--- src/rtl/hbc_pkg.sv ---
package hbc_pkg;
   typedef enum logic [1:0] {
      HALF_OFF  = 2'd0,
      HALF_HIGH = 2'd1,
      HALF_LOW  = 2'd2
   } half_t;
endpackage

--- src/rtl/hbc_decode.sv ---
module hbc_decode (
   input  logic           mode_sel,
   input  logic           in1,
   input  logic           in2,
   output hbc_pkg::half_t tgt1,
   output hbc_pkg::half_t tgt2
);
   import hbc_pkg::*;

   always_comb begin
      if (!mode_sel) begin
         unique case ({in1, in2})
            2'b00:   begin tgt1 = HALF_OFF;  tgt2 = HALF_OFF;  end
            2'b01:   begin tgt1 = HALF_LOW;  tgt2 = HALF_HIGH; end
            2'b10:   begin tgt1 = HALF_HIGH; tgt2 = HALF_LOW;  end
            default: begin tgt1 = HALF_LOW;  tgt2 = HALF_LOW;  end
         endcase
      end else if (!in2) begin
         tgt1 = HALF_LOW;  tgt2 = HALF_LOW;
      end else if (in1) begin
         tgt1 = HALF_LOW;  tgt2 = HALF_HIGH;
      end else begin
         tgt1 = HALF_HIGH; tgt2 = HALF_LOW;
      end
   end
endmodule

--- src/rtl/hbc_ocp_guard.sv ---
module hbc_ocp_guard #(
   parameter int QUAL_CYC  = 300,
   parameter int RETRY_CYC = 100000
) (
   input  logic clk,
   input  logic rst_n,
   input  logic clr,
   input  logic hold,
   input  logic ocp_flag,
   output logic locked
);
   localparam int QW = $clog2(QUAL_CYC + 1);
   localparam int RW = $clog2(RETRY_CYC + 1);
   localparam logic [QW-1:0] Q_LAST = QW'(QUAL_CYC - 1);
   localparam logic [RW-1:0] R_LAST = RW'(RETRY_CYC - 1);

   logic [QW-1:0] qual_q;
   logic [RW-1:0] wait_q;
   logic          lock_q;

   always_ff @(posedge clk or negedge rst_n) begin
      if (!rst_n) begin
         lock_q <= 1'b0;
         qual_q <= '0;
         wait_q <= '0;
      end else if (clr) begin
         lock_q <= 1'b0;
         qual_q <= '0;
         wait_q <= '0;
      end else if (lock_q) begin
         if (wait_q == R_LAST) begin
            lock_q <= 1'b0;
            qual_q <= '0;
         end else begin
            wait_q <= wait_q + RW'(1);
         end
      end else if (hold || !ocp_flag) begin
         qual_q <= '0;
      end else if (qual_q == Q_LAST) begin
         lock_q <= 1'b1;
         wait_q <= '0;
      end else begin
         qual_q <= qual_q + QW'(1);
      end
   end

   assign locked = lock_q;

   assert_lock_needs_flag_R7: assert property (@(posedge clk) disable iff (!rst_n)
      $rose(lock_q) |-> $past(ocp_flag));

   assert_clr_unlocks_R10: assert property (@(posedge clk) disable iff (!rst_n)
      clr |=> !lock_q);
endmodule

--- src/rtl/hbc_half_drive.sv ---
module hbc_half_drive #(
   parameter int DEAD_CYC = 4
) (
   input  logic           clk,
   input  logic           rst_n,
   input  logic           force_off,
   input  hbc_pkg::half_t tgt,
   output logic           hs_en,
   output logic           ls_en
);
   import hbc_pkg::*;

   localparam int DW = $clog2(DEAD_CYC + 1);
   localparam logic [DW-1:0] DEAD_LD = DW'(DEAD_CYC);

   half_t         cur_q, cur_d;
   logic [DW-1:0] dt_q, dt_d;

   always_comb begin
      cur_d = cur_q;
      dt_d  = dt_q;
      if (force_off) begin
         cur_d = HALF_OFF;
         dt_d  = DEAD_LD;
      end else if (tgt == cur_q) begin
         if (dt_q != '0) dt_d = dt_q - DW'(1);
      end else if (cur_q != HALF_OFF) begin
         cur_d = HALF_OFF;
         dt_d  = DEAD_LD;
      end else if (dt_q == '0) begin
         cur_d = tgt;
      end else begin
         dt_d = dt_q - DW'(1);
      end
   end

   always_ff @(posedge clk or negedge rst_n) begin
      if (!rst_n) begin
         cur_q <= HALF_OFF;
         dt_q  <= '0;
      end else begin
         cur_q <= cur_d;
         dt_q  <= dt_d;
      end
   end

   assign hs_en = (cur_q == HALF_HIGH);
   assign ls_en = (cur_q == HALF_LOW);

   assert_gap_after_drive_R5: assert property (@(posedge clk) disable iff (!rst_n)
      ($fell(hs_en) || $fell(ls_en)) |=> (!hs_en && !ls_en));

   assert_no_hi_to_lo_R6: assert property (@(posedge clk) disable iff (!rst_n)
      hs_en |=> !ls_en);

   assert_no_lo_to_hi_R6: assert property (@(posedge clk) disable iff (!rst_n)
      ls_en |=> !hs_en);
endmodule

--- src/rtl/hbridge_ctrl_core.sv ---
module hbridge_ctrl_core #(
   parameter int NB           = 2,
   parameter int DEAD_CYC     = 4,
   parameter int OCP_QUAL_CYC = 300,
   parameter int RETRY_CYC    = 100000
) (
   input  logic            clk,
   input  logic            rst_n,
   input  logic            sleep_n,
   input  logic            mode_sel,
   input  logic [NB-1:0]   in1,
   input  logic [NB-1:0]   in2,
   input  logic [NB-1:0]   ocp_flag,
   input  logic            therm_flag,
   input  logic            uv_flag,
   output logic [2*NB-1:0] hs_en,
   output logic [2*NB-1:0] ls_en,
   output logic [NB-1:0]   br_fault,
   output logic            any_fault
);
   localparam int HALVES = 2 * NB;

   if (NB < 1) begin : g_bad_nb
      $error("NB must be at least 1");
   end
   if (DEAD_CYC < 1) begin : g_bad_dead
      $error("DEAD_CYC must be at least 1");
   end
   if (OCP_QUAL_CYC < 1 || RETRY_CYC < 1) begin : g_bad_timers
      $error("fault timers must be at least 1 cycle");
   end

   logic [NB-1:0] lock_w;
   logic          global_off;

   assign global_off = !sleep_n || therm_flag || uv_flag;

   for (genvar b = 0; b < NB; b++) begin : g_bridge
      hbc_pkg::half_t tgt_w [2];
      logic           off_w;

      hbc_decode u_dec (
         .mode_sel (mode_sel),
         .in1      (in1[b]),
         .in2      (in2[b]),
         .tgt1     (tgt_w[0]),
         .tgt2     (tgt_w[1])
      );

      hbc_ocp_guard #(
         .QUAL_CYC  (OCP_QUAL_CYC),
         .RETRY_CYC (RETRY_CYC)
      ) u_guard (
         .clk      (clk),
         .rst_n    (rst_n),
         .clr      (uv_flag),
         .hold     (!sleep_n),
         .ocp_flag (ocp_flag[b]),
         .locked   (lock_w[b])
      );

      assign off_w = global_off || lock_w[b];

      for (genvar h = 0; h < 2; h++) begin : g_half
         hbc_half_drive #(
            .DEAD_CYC (DEAD_CYC)
         ) u_half (
            .clk       (clk),
            .rst_n     (rst_n),
            .force_off (off_w),
            .tgt       (tgt_w[h]),
            .hs_en     (hs_en[2*b+h]),
            .ls_en     (ls_en[2*b+h])
         );
      end

      assert_lock_off_R8: assert property (@(posedge clk) disable iff (!rst_n)
         lock_w[b] |=> (hs_en[2*b +: 2] == 2'b00 && ls_en[2*b +: 2] == 2'b00));
   end

   assign br_fault  = lock_w;
   assign any_fault = (|lock_w) || therm_flag || uv_flag;

   assert_sleep_off_R4: assert property (@(posedge clk) disable iff (!rst_n)
      !sleep_n |=> (hs_en == HALVES'(0) && ls_en == HALVES'(0)));

   assert_therm_off_R9: assert property (@(posedge clk) disable iff (!rst_n)
      therm_flag |=> (hs_en == HALVES'(0) && ls_en == HALVES'(0)));

   assert_uv_off_R10: assert property (@(posedge clk) disable iff (!rst_n)
      uv_flag |=> (hs_en == HALVES'(0) && ls_en == HALVES'(0) && br_fault == NB'(0)));
endmodule

--- config.mk ---
export PLATFORM = sky130hd
export DESIGN_NAME = hbridge_ctrl_core
export DESIGN_NICKNAME = d
export VERILOG_FILES = /design/src/rtl/hbc_pkg.sv /design/src/rtl/hbc_decode.sv /design/src/rtl/hbc_ocp_guard.sv /design/src/rtl/hbc_half_drive.sv /design/src/rtl/hbridge_ctrl_core.sv
export SDC_FILE = /design/constraint.sdc
export NUM_CORES = 1
export LEC_CHECK = 0
export ABC_CLOCK_PERIOD_IN_PS = 2100
export BUFFER_PORTS_ARGS = -buffer_cell sky130_fd_sc_hd__buf_4
export CORE_UTILIZATION = 42
export DETAILED_ROUTE_END_ITERATION = 8
export HOLD_SLACK_MARGIN = 0.05
export PLACE_DENSITY = 0.63
export SLEW_MARGIN = 15
export SYNTH_ARGS = -nofsm -noshare
export SYNTH_HDL_FRONTEND = slang
export SYNTH_SLANG_ARGS = --single-unit
--- constraint.sdc ---
create_clock -name clk -period 2.1 [get_ports clk]
set_clock_uncertainty 0.2 [all_clocks]
set_input_delay 0.315 -clock clk [delete_from_list [all_inputs] [get_ports clk]]
set_output_delay 0.315 -clock clk [all_outputs]
set_load 0.03 [all_outputs]
After elaboration in Yosys (flattened, before gate mapping)
Cells that the tools add are included.
{"block": "word_totals", "register_bits": 74, "inputBits": 12}
{"block": "classes", "n_addsub": 8, "eq_ne": 40, "muxes": 82, "reduce_logical": 44}
{"operator": "$mux W17", "n": 10}
{"operator": "$mux W9", "n": 10}
{"operator": "$mux W3", "n": 20}
{"operator": "$mux W2", "n": 28}
{"operator": "$add A17 B1 Y17 const B", "n": 2}
{"operator": "$eq A17 B17 Y1 const B", "n": 2}
{"operator": "$reduce_bool A3 Y1", "n": 10}
{"operator": "$reduce_and A2 Y1", "n": 10}
{"operator": "$add A9 B1 Y9 const B", "n": 2}
{"operator": "$eq A9 B9 Y1 const B", "n": 2}
{"operator": "$ne A3 B3 Y1 const B", "n": 6}
{"operator": "$ne A4 B2 Y1 const B", "n": 4}
{"operator": "$pmux W2 S2", "n": 4}
{"operator": "$eq A2 B1 Y1 const B", "n": 6}
{"operator": "$eq A2 B2 Y1 const B", "n": 6}
{"operator": "$logic_not A3 Y1", "n": 4}
{"operator": "$ne A3 B2 Y1 const B", "n": 4}
{"operator": "$sub A3 B1 Y3 const B", "n": 4}
{"operator": "$mux W1", "n": 10}
{"operator": "$eq A2 B2 Y1", "n": 4}
{"operator": "$logic_or A1 B1 Y1", "n": 8}
{"operator": "$ne A4 B1 Y1 const B", "n": 2}
{"operator": "$reduce_bool A2 Y1", "n": 4}
{"operator": "$reduce_and A3 Y1", "n": 2}
{"operator": "other kinds (5)", "n": 10}

Logic depth before layout (Yosys ltp)
Gate-level depths: netlist of the first run.
{"block": "depth", "ltp_word": 7, "mapped_depth": 6, "ltp_nobuf": 6}

Hierarchy
From an unflattened synthesis of the first run, not the netlist that was laid out.
{"block": "unflattened", "hier_cells": 471, "area_unflattened_um2": 4514.3}
{"module": "hbc_ocp_guard at g_bridge[1].u_guard", "instances": 1, "cells_per_inst": 162, "area_per_inst_um2": 1542.7, "seq_area_each_um2": 675.6}
{"module": "hbc_ocp_guard at g_bridge[0].u_guard", "instances": 1, "cells_per_inst": 165, "area_per_inst_um2": 1534.0, "seq_area_each_um2": 675.6}
{"module": "hbc_half_drive at g_bridge[0].g_half[1].u_half ...", "instances": 3, "cells_per_inst": 31, "area_per_inst_um2": 325.3, "seq_area_each_um2": 125.1}
{"module": "hbc_half_drive at g_bridge[0].g_half[0].u_half", "instances": 1, "cells_per_inst": 31, "area_per_inst_um2": 327.8, "seq_area_each_um2": 125.1}
{"module": "hbc_decode", "instances": 2, "cells_per_inst": 8, "area_per_inst_um2": 51.3, "seq_area_each_um2": 0.0}
{"module": "hbridge_ctrl_core", "instances": 1, "cells_per_inst": 4, "area_per_inst_um2": 31.3, "seq_area_each_um2": 0.0}

Worst setup path after synthesis of the first run
Ideal clock, no wire load.
{"block": "synth_path", "path_type": "reg-to-reg", "from": "register g_bridge[1].u_guard.wait_q[0]", "to": "register g_bridge[1].u_guard.wait_q[14]", "setup_ns": 0.126, "t_arrival_ns": 1.678, "required_time_ns": 1.774, "path_slack_ns": 0.096, "stages_incl_launch_ff": 6, "path_buffers": 0, "synth_period_minus_slack_ns": 2.004, "path_cell_list": "dfrtp_1 ha_1 nand4_2 or4_4 and4_4 a221o_1"}
{"block": "synth_via", "elab_chain_cells": 4, "elab_cells_between_ends": 7, "cone_classes": "add/sub: 1; eq/ne: 2; mux: 3; reduce/logical: 1"}
{"item": "start: declaration", "line": "hbc_ocp_guard.sv:18", "source": "logic [RW-1:0] wait_q;"}
{"item": "start signal: assignment", "line": "hbc_ocp_guard.sv:35", "source": "wait_q <= wait_q + RW'(1);"}
{"item": "$add A17 B1 Y17", "line": "hbc_ocp_guard.sv:35"}
{"item": "$mux W17", "line": "hbc_ocp_guard.sv:31", "source": "if (wait_q == R_LAST) begin"}
{"item": "$mux W17", "line": "hbc_ocp_guard.sv:30", "source": "end else if (lock_q) begin"}
{"item": "$mux W17", "line": "hbc_ocp_guard.sv:26", "source": "end else if (clr) begin"}
Parallel ways exist; a longest one is shown, timed or not. The select of a mux whose other input is x is not followed.
A chain may end at the register's enable or synchronous reset.

Worst setup path in the final report of the first run
{"block": "layout_path", "from": "register g_bridge[1].u_guard.lock_q", "to": "output port any_fault"}
{"block": "layout_via", "elab_chain_cells": 3}
{"item": "start: declaration", "line": "hbc_ocp_guard.sv:19", "source": "logic lock_q;"}
{"item": "start signal: assignment", "line": "hbc_ocp_guard.sv:23", "source": "lock_q <= 1'b0;"}
{"item": "start signal: assignment", "line": "hbc_ocp_guard.sv:27", "source": "lock_q <= 1'b0;"}
{"item": "start signal: assignment", "line": "hbc_ocp_guard.sv:32", "source": "lock_q <= 1'b0;"}
{"item": "$reduce_or A2 Y1", "line": "hbridge_ctrl_core.sv:82", "source": "assign any_fault = (|lock_w) || therm_flag || uv_flag;"}
{"item": "$logic_or A1 B1 Y1 (2 in series)", "line": "hbridge_ctrl_core.sv:82"}
{"item": "end: declaration", "line": "hbridge_ctrl_core.sv:19", "source": "output logic any_fault"}
No other way between the ends.

==> parameters.txt, run 1 <==
Parameter                              Value

Outcome
  Outcome    finished, final reports clean

Die
  Core region area    0.01079 sq mm
  Die height    107.2 um
  Overall die area    0.01150 sq mm
  X dimension of the die    107.2 um
  Top-level port count    23
  Initial core utilization    0.4308
  Placement row count    38

Layout
  Layout net count    554
  Layout area overhead    16.20%
  Multi-input gate area    0.002615 sq mm
  Most common cell after layout, fill and taps aside    sky130_fd_sc_hd__dfrtp_1
  Share of final-layout standard cells stronger than drive strength 1    0.2228
  Final core area utilization    0.5006
  Count of filler cells inserted in the layout    1000
  Register Area    0.001853 sq mm
  Final Cell Area    0.005403 sq mm
  Commonest cells after routing, fill and taps aside    73 x sky130_fd_sc_hd__dfrtp_1, 61 x sky130_fd_sc_hd__buf_4, 29 x sky130_fd_sc_hd__nor2_1
  Inserted Diodes    0
  Count of non-filler cells in the finished layout    674

STA
  Total negative slack    0 ns
  Max-slew violation total from the final report    0
  Period utilisation layout    0.9808
  FMAX    485.5 MHz
  Min Clock Period, post-route    2.060 ns
  Tightest slew margin relative to the limit    0.6453
  Hold slack    0.07996 ns
  Final Hold Fails    0
  Post-layout worst setup margin    0.04035 ns
  Pin slew with the least headroom to its limit    0.5296 ns
  Setup-failing EPs final    0

Worst setup path
  Capturing element type of the critical path    output port
  Startpoint type of the worst setup path    flip-flop
  Slowest cell on the critical path    sky130_fd_sc_hd__or4_4
  Worst setup path category    reg -> out
  Highest cell delay on the worst timing path    0.52 ns
  Data arrival, critical path    1.54 ns
  Cell repeated most along the worst path    sky130_fd_sc_hd__buf_6
  Worst path cell trace    buf_6 > or4_4 > buf_6
  Maximum fanout count along the critical path    2
  Required time of the critical path    1.58 ns

Global route
  Number of antenna violations at the first check in global routing    0
  Global-route wire length before repair    18110 um
  Maximum number of pins on one net before global-route repair    33
  Vias in the first global route    3787
  All-Layer GR Usage    0.1985
  Grt total ovfl    0

Clock tree
  Clock buffers created by TritonCTS    9
  Clk_lat worst skew    0.36 ns
  Max Root-Sink Buffers    2
  Root buf cell    sky130_fd_sc_hd__clkbuf_8
  Clock sink count    74
  Number of H-tree levels    3
  TritonCTS clock tree    done
  Clock-pin transition on the worst setup and hold timing paths    0.07 ns

Power and ir drop
  PnR Total Power    2.667 mW
  Leakage component of the power    2.344 nW
  Highest ir drop seen on vdd    0.0002990 V
  Power per unit of standard cell area    493.6 mW/mm^2

Placed design
  Weighted congestion reported at the end of routability-driven placement    0.8488
  Total placed instance area    0.005134 sq mm
  Post-place setup slack    -0.01836 ns
  Total of buffers placed on input and output ports    22
  Inst Count DP    655
  Post-detail-place hpwl    7427 um

Yosys
  Mean instance size in the synthesized netlist    9.626 sq um
  Top area cells in the synthesized netlist    sky130_fd_sc_hd__dfrtp_1 40%, sky130_fd_sc_hd__ha_1 3.2%, sky130_fd_sc_hd__a221o_1 3.0%
  Leading area contributor after synthesis    sky130_fd_sc_hd__dfrtp_1
  Yosys reg bits    74
  Number of flops mapped to enable cells by yosys    0
  Area fraction of the dominant cell type after synthesis    0.3983
  Async S/R FF share, synth    1.000
  Count of different cell masters after synthesis    67
  Mapped Nets    507
  Number of instances in the synthesized netlist    483
  Post-synthesis instance area    0.004649 sq mm
  Sequential share of the synthesized area    0.3983
  Most used DFF post-synth    sky130_fd_sc_hd__dfrtp_1
  Count of synthesis-stage warnings from yosys    0

Route
  Drt first-iter violations    244
  Via total after detailed routing    3982
  Number of vias per cell after detailed routing    5.908
  Routed length per placed instance    15.67 um
  First-pass iteration count of the detailed router    4
  Post-Route WL    10560 um
  Remaining routing DRC violations    0
  Number of nets with antenna violations after routing    0

Flow run
  MaxCap Viol Count    0

Min path
  Path category of the worst min-delay check    in -> reg
==> Yosys cell counts, drive strengths merged, types with 10 or more instances <==
library cell	number
a22o	11
nand2	18
nor3	16
a221o	14
a21oi	12
and2	10
ha	12
dfrtp	74
xnor2	10
nor4	15
inv	21
nor2b	17
o21ai	16
nor2	30
nand3	20
a31oi	13
nand4	22
buf	21
==> final timing paths <==
| path | endpoint | cells after the start | slack [ns] | start |
|---|---|---|---|---|
| max reg2reg | g_bridge[0].u_guard.wait_q[16] | 5 | 0.06 | g_bridge[0].u_guard.wait_q[0] |
| max | any_fault | 3 | 0.04 | g_bridge[1].u_guard.locked |
| max in group asynchronous | g_bridge[1].u_guard.wait_q[9] | 3 | 0.92 | rst_n |
| min reg2reg | g_bridge[1].g_half[1].u_half.cur_q[1] | 1 | 0.30 | g_bridge[1].g_half[1].u_half.cur_q[0] |
| min in group asynchronous | g_bridge[1].g_half[1].u_half.dt_q[2] | 2 | 0.21 | rst_n |
| min | g_bridge[0].g_half[1].u_half.cur_q[0] | 2 | 0.08 | in2[0] |
==> report_power, final <==
part | internal, mW | switching [mW] | total, mW
clock | 0.482 | 0.532 | 1.01
sequential | 1.44 | 0.00971 | 1.45
combinational | 0.0841 | 0.123 | 0.207
==> metal layers <==
layer  global-route usage  wire length (um)
met5                    0                 0
met1               0.2708              5090
met4              0.07534               177
met3              0.03343               345
met2               0.3147              4949
==> layout make-up <==
type,count,area share
clock inverters,3,0.002779
flip-flops and latches,74,0.3430
inverters,21,0.01459
well taps,140,0.03242
multi-input cells,359,0.4840
clock buffers,12,0.02872
repair buffers,65,0.09449
==> state kept, by name (all words and copies together) (netlist names) <==
name and cells:
g_bridge.u_guard.locked 2, g_bridge.u_guard.qual_q 18, g_bridge.u_guard.wait_q 34, g_bridge.g_half.u_half.dt_q 12, g_bridge.g_half.u_half.cur_q 8
==> cells by family after synthesis <==
family | share of synthesized area
adder cells (fa/ha/maj) | 0.03229
AND/OR/NAND/NOR | 0.2931
AO/OA/AOI/OAI | 0.1846
flip-flops | 0.3983
multiplexers | 0.01588
XOR/XNOR | 0.02260
buffers and inverters | 0.05328
==> critical path, delay by kind of cell (launching register included) <==
family	cells	cell delay (ns)
buffers and inverters	2	0.28
AND/OR/NAND/NOR	1	0.52
flip-flops	1	0.39
==> what timing repair did <==
action,in CTS,in global routing
endpoints found under the setup margin,6,28
setup buffers,1,1
hold buffers,1,0
pin swaps,1,1
endpoints found under the hold margin,57,0
cloned,0,1
resized for setup,4,12
Power figures use the tool's default switching activity.
==> inputs of run 2 (changes only) <==
--- a/config.mk
+++ b/config.mk
@@ -5,12 +5,12 @@
 export SDC_FILE = /design/constraint.sdc
 export NUM_CORES = 1
 export LEC_CHECK = 0
-export ABC_CLOCK_PERIOD_IN_PS = 2100
+export ABC_CLOCK_PERIOD_IN_PS = 2300
 export BUFFER_PORTS_ARGS = -buffer_cell sky130_fd_sc_hd__buf_4
 export CORE_UTILIZATION = 42
 export DETAILED_ROUTE_END_ITERATION = 8
 export HOLD_SLACK_MARGIN = 0.05
-export PLACE_DENSITY = 0.63
+export PLACE_DENSITY = 0.61
 export SLEW_MARGIN = 15
 export SYNTH_ARGS = -nofsm -noshare
 export SYNTH_HDL_FRONTEND = slang
==> constraint.sdc (replaced) <==
create_clock -name clk -period 2.3 [get_ports clk]
set_clock_uncertainty 0.2 [all_clocks]
set_input_delay 0.345 -clock clk [delete_from_list [all_inputs] [get_ports clk]]
set_output_delay 0.345 -clock clk [all_outputs]
set_load 0.03 [all_outputs]
==> parameters.txt, run 2 (synthesized netlist as in run 1, its figures left out) <==
Parameter                              Value

Route
  Number of vias per cell after detailed routing    5.952 (was 5.908)
  Post-Route WL    10030 um (was 10560 um)
  Routed length per placed instance    15.45 um (was 15.67 um)
  Uppermost metal layer occupied by signal nets    met4 (unchanged)
  First-pass iteration count of the detailed router    4 (unchanged)
  Drt first-iter violations    215 (was 244)
  Met1 Routed Length    4969 um (was 5090 um)
  Via total after detailed routing    3863 (was 3982)
  Number of nets with antenna violations after routing    0 (unchanged)
  Metal2 WL    4637 um (was 4949 um)
  Remaining routing DRC violations    0 (unchanged)
  Wire length on met3    289 um (was 345 um)

Clock tree
  Clock sink count    74 (unchanged)
  Max Root-Sink Buffers    2 (unchanged)
  Number of H-tree levels    3 (unchanged)
  Clock buffers created by TritonCTS    9 (unchanged)
  Root buf cell    sky130_fd_sc_hd__clkbuf_8 (unchanged)
  Clock-pin transition on the worst setup and hold timing paths    0.08 ns (was 0.07 ns)
  Count of buffers added by post-CTS timing repair for setup    0 (was 1)
  Clk_lat worst skew    0.35 ns (was 0.36 ns)
  TritonCTS clock tree    done (unchanged)

STA
  Final Hold Fails    0 (unchanged)
  Pin slew with the least headroom to its limit    0.6533 ns (was 0.5296 ns)
  Period utilisation layout    0.9548
  Hold slack    0.08612 ns (was 0.07996 ns)
  Max-slew violation total from the final report    0 (unchanged)
  RSZ-0062 raised after global routing    no
  Total negative slack    0 ns (unchanged)
  FMAX    455.4 MHz
  Min Clock Period, post-route    2.196 ns
  Tightest slew margin relative to the limit    0.5625 (was 0.6453)
  Post-layout worst setup margin    0.1041 ns (was 0.04035 ns)
  Setup-failing EPs final    0 (unchanged)

Layout
  Largest registers    g_bridge.u_guard.wait_q x34, g_bridge.u_guard.qual_q x18, g_bridge.g_half.u_half.dt_q x12 (unchanged)
  Final core area utilization    0.4782 (was 0.5006)
  Count of filler cells inserted in the layout    1022 (was 1000)
  Commonest cells after routing, fill and taps aside    74 x sky130_fd_sc_hd__dfrtp_1, 38 x sky130_fd_sc_hd__buf_4, 30 x sky130_fd_sc_hd__nor2_1 (was 73 x sky130_fd_sc_hd__dfrtp_1, 61 x sky130_fd_sc_hd__buf_4, 29 x sky130_fd_sc_hd__nor2_1)
  Layout net count    528 (was 554)
  Register bank with the most flops    g_bridge.u_guard.wait_q (unchanged)
  Inserted Diodes    0 (unchanged)
  Max FFs per register    34 (unchanged)
  Most common cell after layout, fill and taps aside    sky130_fd_sc_hd__dfrtp_1 (unchanged)
  Layout area overhead    11.01% (was 16.20%)
  Final Cell Area    0.005161 sq mm (was 0.005403 sq mm)
  Share of final-layout standard cells stronger than drive strength 1    0.1650 (was 0.2228)

Die
  X dimension of the die    107.2 um (unchanged)
  Overall die area    0.01150 sq mm (unchanged)
  Top-level port count    23 (unchanged)
  Initial core utilization    0.4308 (unchanged)
  Die height    107.2 um (unchanged)
  Core region area    0.01079 sq mm (unchanged)
  Placement row count    38 (unchanged)

Flow run
  MaxCap Viol Count    0 (unchanged)

Global route
  Vias in the first global route    3618 (was 3787)
  Grt total ovfl    0 (unchanged)
  Global-route wire length before repair    17270 um (was 18110 um)
  All-Layer GR Usage    0.1876 (was 0.1985)
  Maximum number of pins on one net before global-route repair    51 (was 33)
  Number of antenna violations at the first check in global routing    0 (unchanged)

Power and ir drop
  Leakage component of the power    2.203 nW (was 2.344 nW)
  Power per unit of standard cell area    479.0 mW/mm^2 (was 493.6 mW/mm^2)
  Highest ir drop seen on vdd    0.0002261 V (was 0.0002990 V)

Worst setup path
  Startpoint type of the worst setup path    flip-flop (unchanged)
  Worst setup path category    reg -> reg (was reg -> out)
  Worst path cell trace    nor4bb_1 > and4_1 > o22ai_2 > a221o_1 (was buf_6 > or4_4 > buf_6)
  Maximum fanout count along the critical path    9 (was 2)
  Register-to-register setup slack    0.10 ns (was 0.06 ns)
  Data arrival, critical path    2.23 ns (was 1.54 ns)
  Capturing element type of the critical path    flip-flop (was output port)
  Highest cell delay on the worst timing path    0.52 ns (about the same)
  Required time of the critical path    2.33 ns (was 1.58 ns)
  Slowest cell on the critical path    sky130_fd_sc_hd__nor4bb_1 (was sky130_fd_sc_hd__or4_4)

Placed design
  Total placed instance area    0.004961 sq mm (was 0.005134 sq mm)
  Post-place setup slack    0.1662 ns (was -0.01836 ns)
  Post-detail-place hpwl    7036 um (was 7427 um)
  Total of buffers placed on input and output ports    22 (unchanged)
  Weighted congestion reported at the end of routability-driven placement    0.8143 (was 0.8488)

Outcome
  Outcome    finished, final reports clean (unchanged)

Min path
  Path category of the worst min-delay check    in -> reg (unchanged)
==> run 2: cell types whose count changed in the layout (fill, tap and decap cells not counted), moves of 2 or more <==
cell	previous run	this run
sky130_fd_sc_hd__ha_1	9	12
sky130_fd_sc_hd__buf_6	2	0
sky130_fd_sc_hd__ha_2	3	0
sky130_fd_sc_hd__clkinvlp_4	0	2
sky130_fd_sc_hd__buf_4	61	38
==> run 2: layout make-up <==
type | count | area, sq um | area share
clock buffers | 12 | 165.2 | 0.03200
clock inverters | 4 | 25.02 | 0.004848
inverters | 21 | 78.83 | 0.01527
multi-input cells | 358 | 2550 | 0.4941
flip-flops and latches | 74 | 1852 | 0.3588
well taps | 140 | 175.2 | 0.03394
repair buffers | 40 | 315.3 | 0.06109
==> run 2: through the flow <==
stage	power, mW	cells
final	2.472	649
after global routing	2.585	649
after floorplan	1.448	483
after CTS	2.508	649
after detailed placement	1.527	632
after global placement	1.521	632
==> run 2: worst max-delay path: cells and delay by family (launching register included) <==
kind / cells / cell delay, ns
flops: 1 / 0.41
compound gates: 2 / 0.57
simple gates: 2 / 0.90
==> run 2: final timing paths <==
path / start / to / cells past startpoint
max: g_bridge[0].u_guard.wait_q[15] / g_bridge[0].u_guard.qual_q[6] / 4
min: uv_flag / g_bridge[0].u_guard.wait_q[12] / 2
max reg2reg: g_bridge[0].u_guard.wait_q[15] / g_bridge[0].u_guard.qual_q[6] / 4
min reg2reg: g_bridge[1].u_guard.wait_q[0] / g_bridge[1].u_guard.wait_q[0] / 1
max in group asynchronous: rst_n / g_bridge[1].u_guard.wait_q[0] / 3
min in group asynchronous: rst_n / g_bridge[0].u_guard.wait_q[14] / 2
==> run 2: power breakdown <==
part	internal, mW	leakage, nW	switching, mW
Sequential	1.31	1.01	0.00899
Combinational	0.0711	1.10	0.108
Clock	0.477	0.0944	0.495
Total	1.86	2.20	0.613
==> run 2: timing repair <==
action,4_1_cts,5_1_grt
hold buffers,1,0
gates resized for setup,0,0
endpoints found under the hold margin,24,0
==> run 2: metal layers <==
metal,up-vias,global-route usage
li1,1883,-
met1,1900,0.2632
met2,69,0.2903
met3,11,0.02736
met4,0,0.07436
met5,-,0
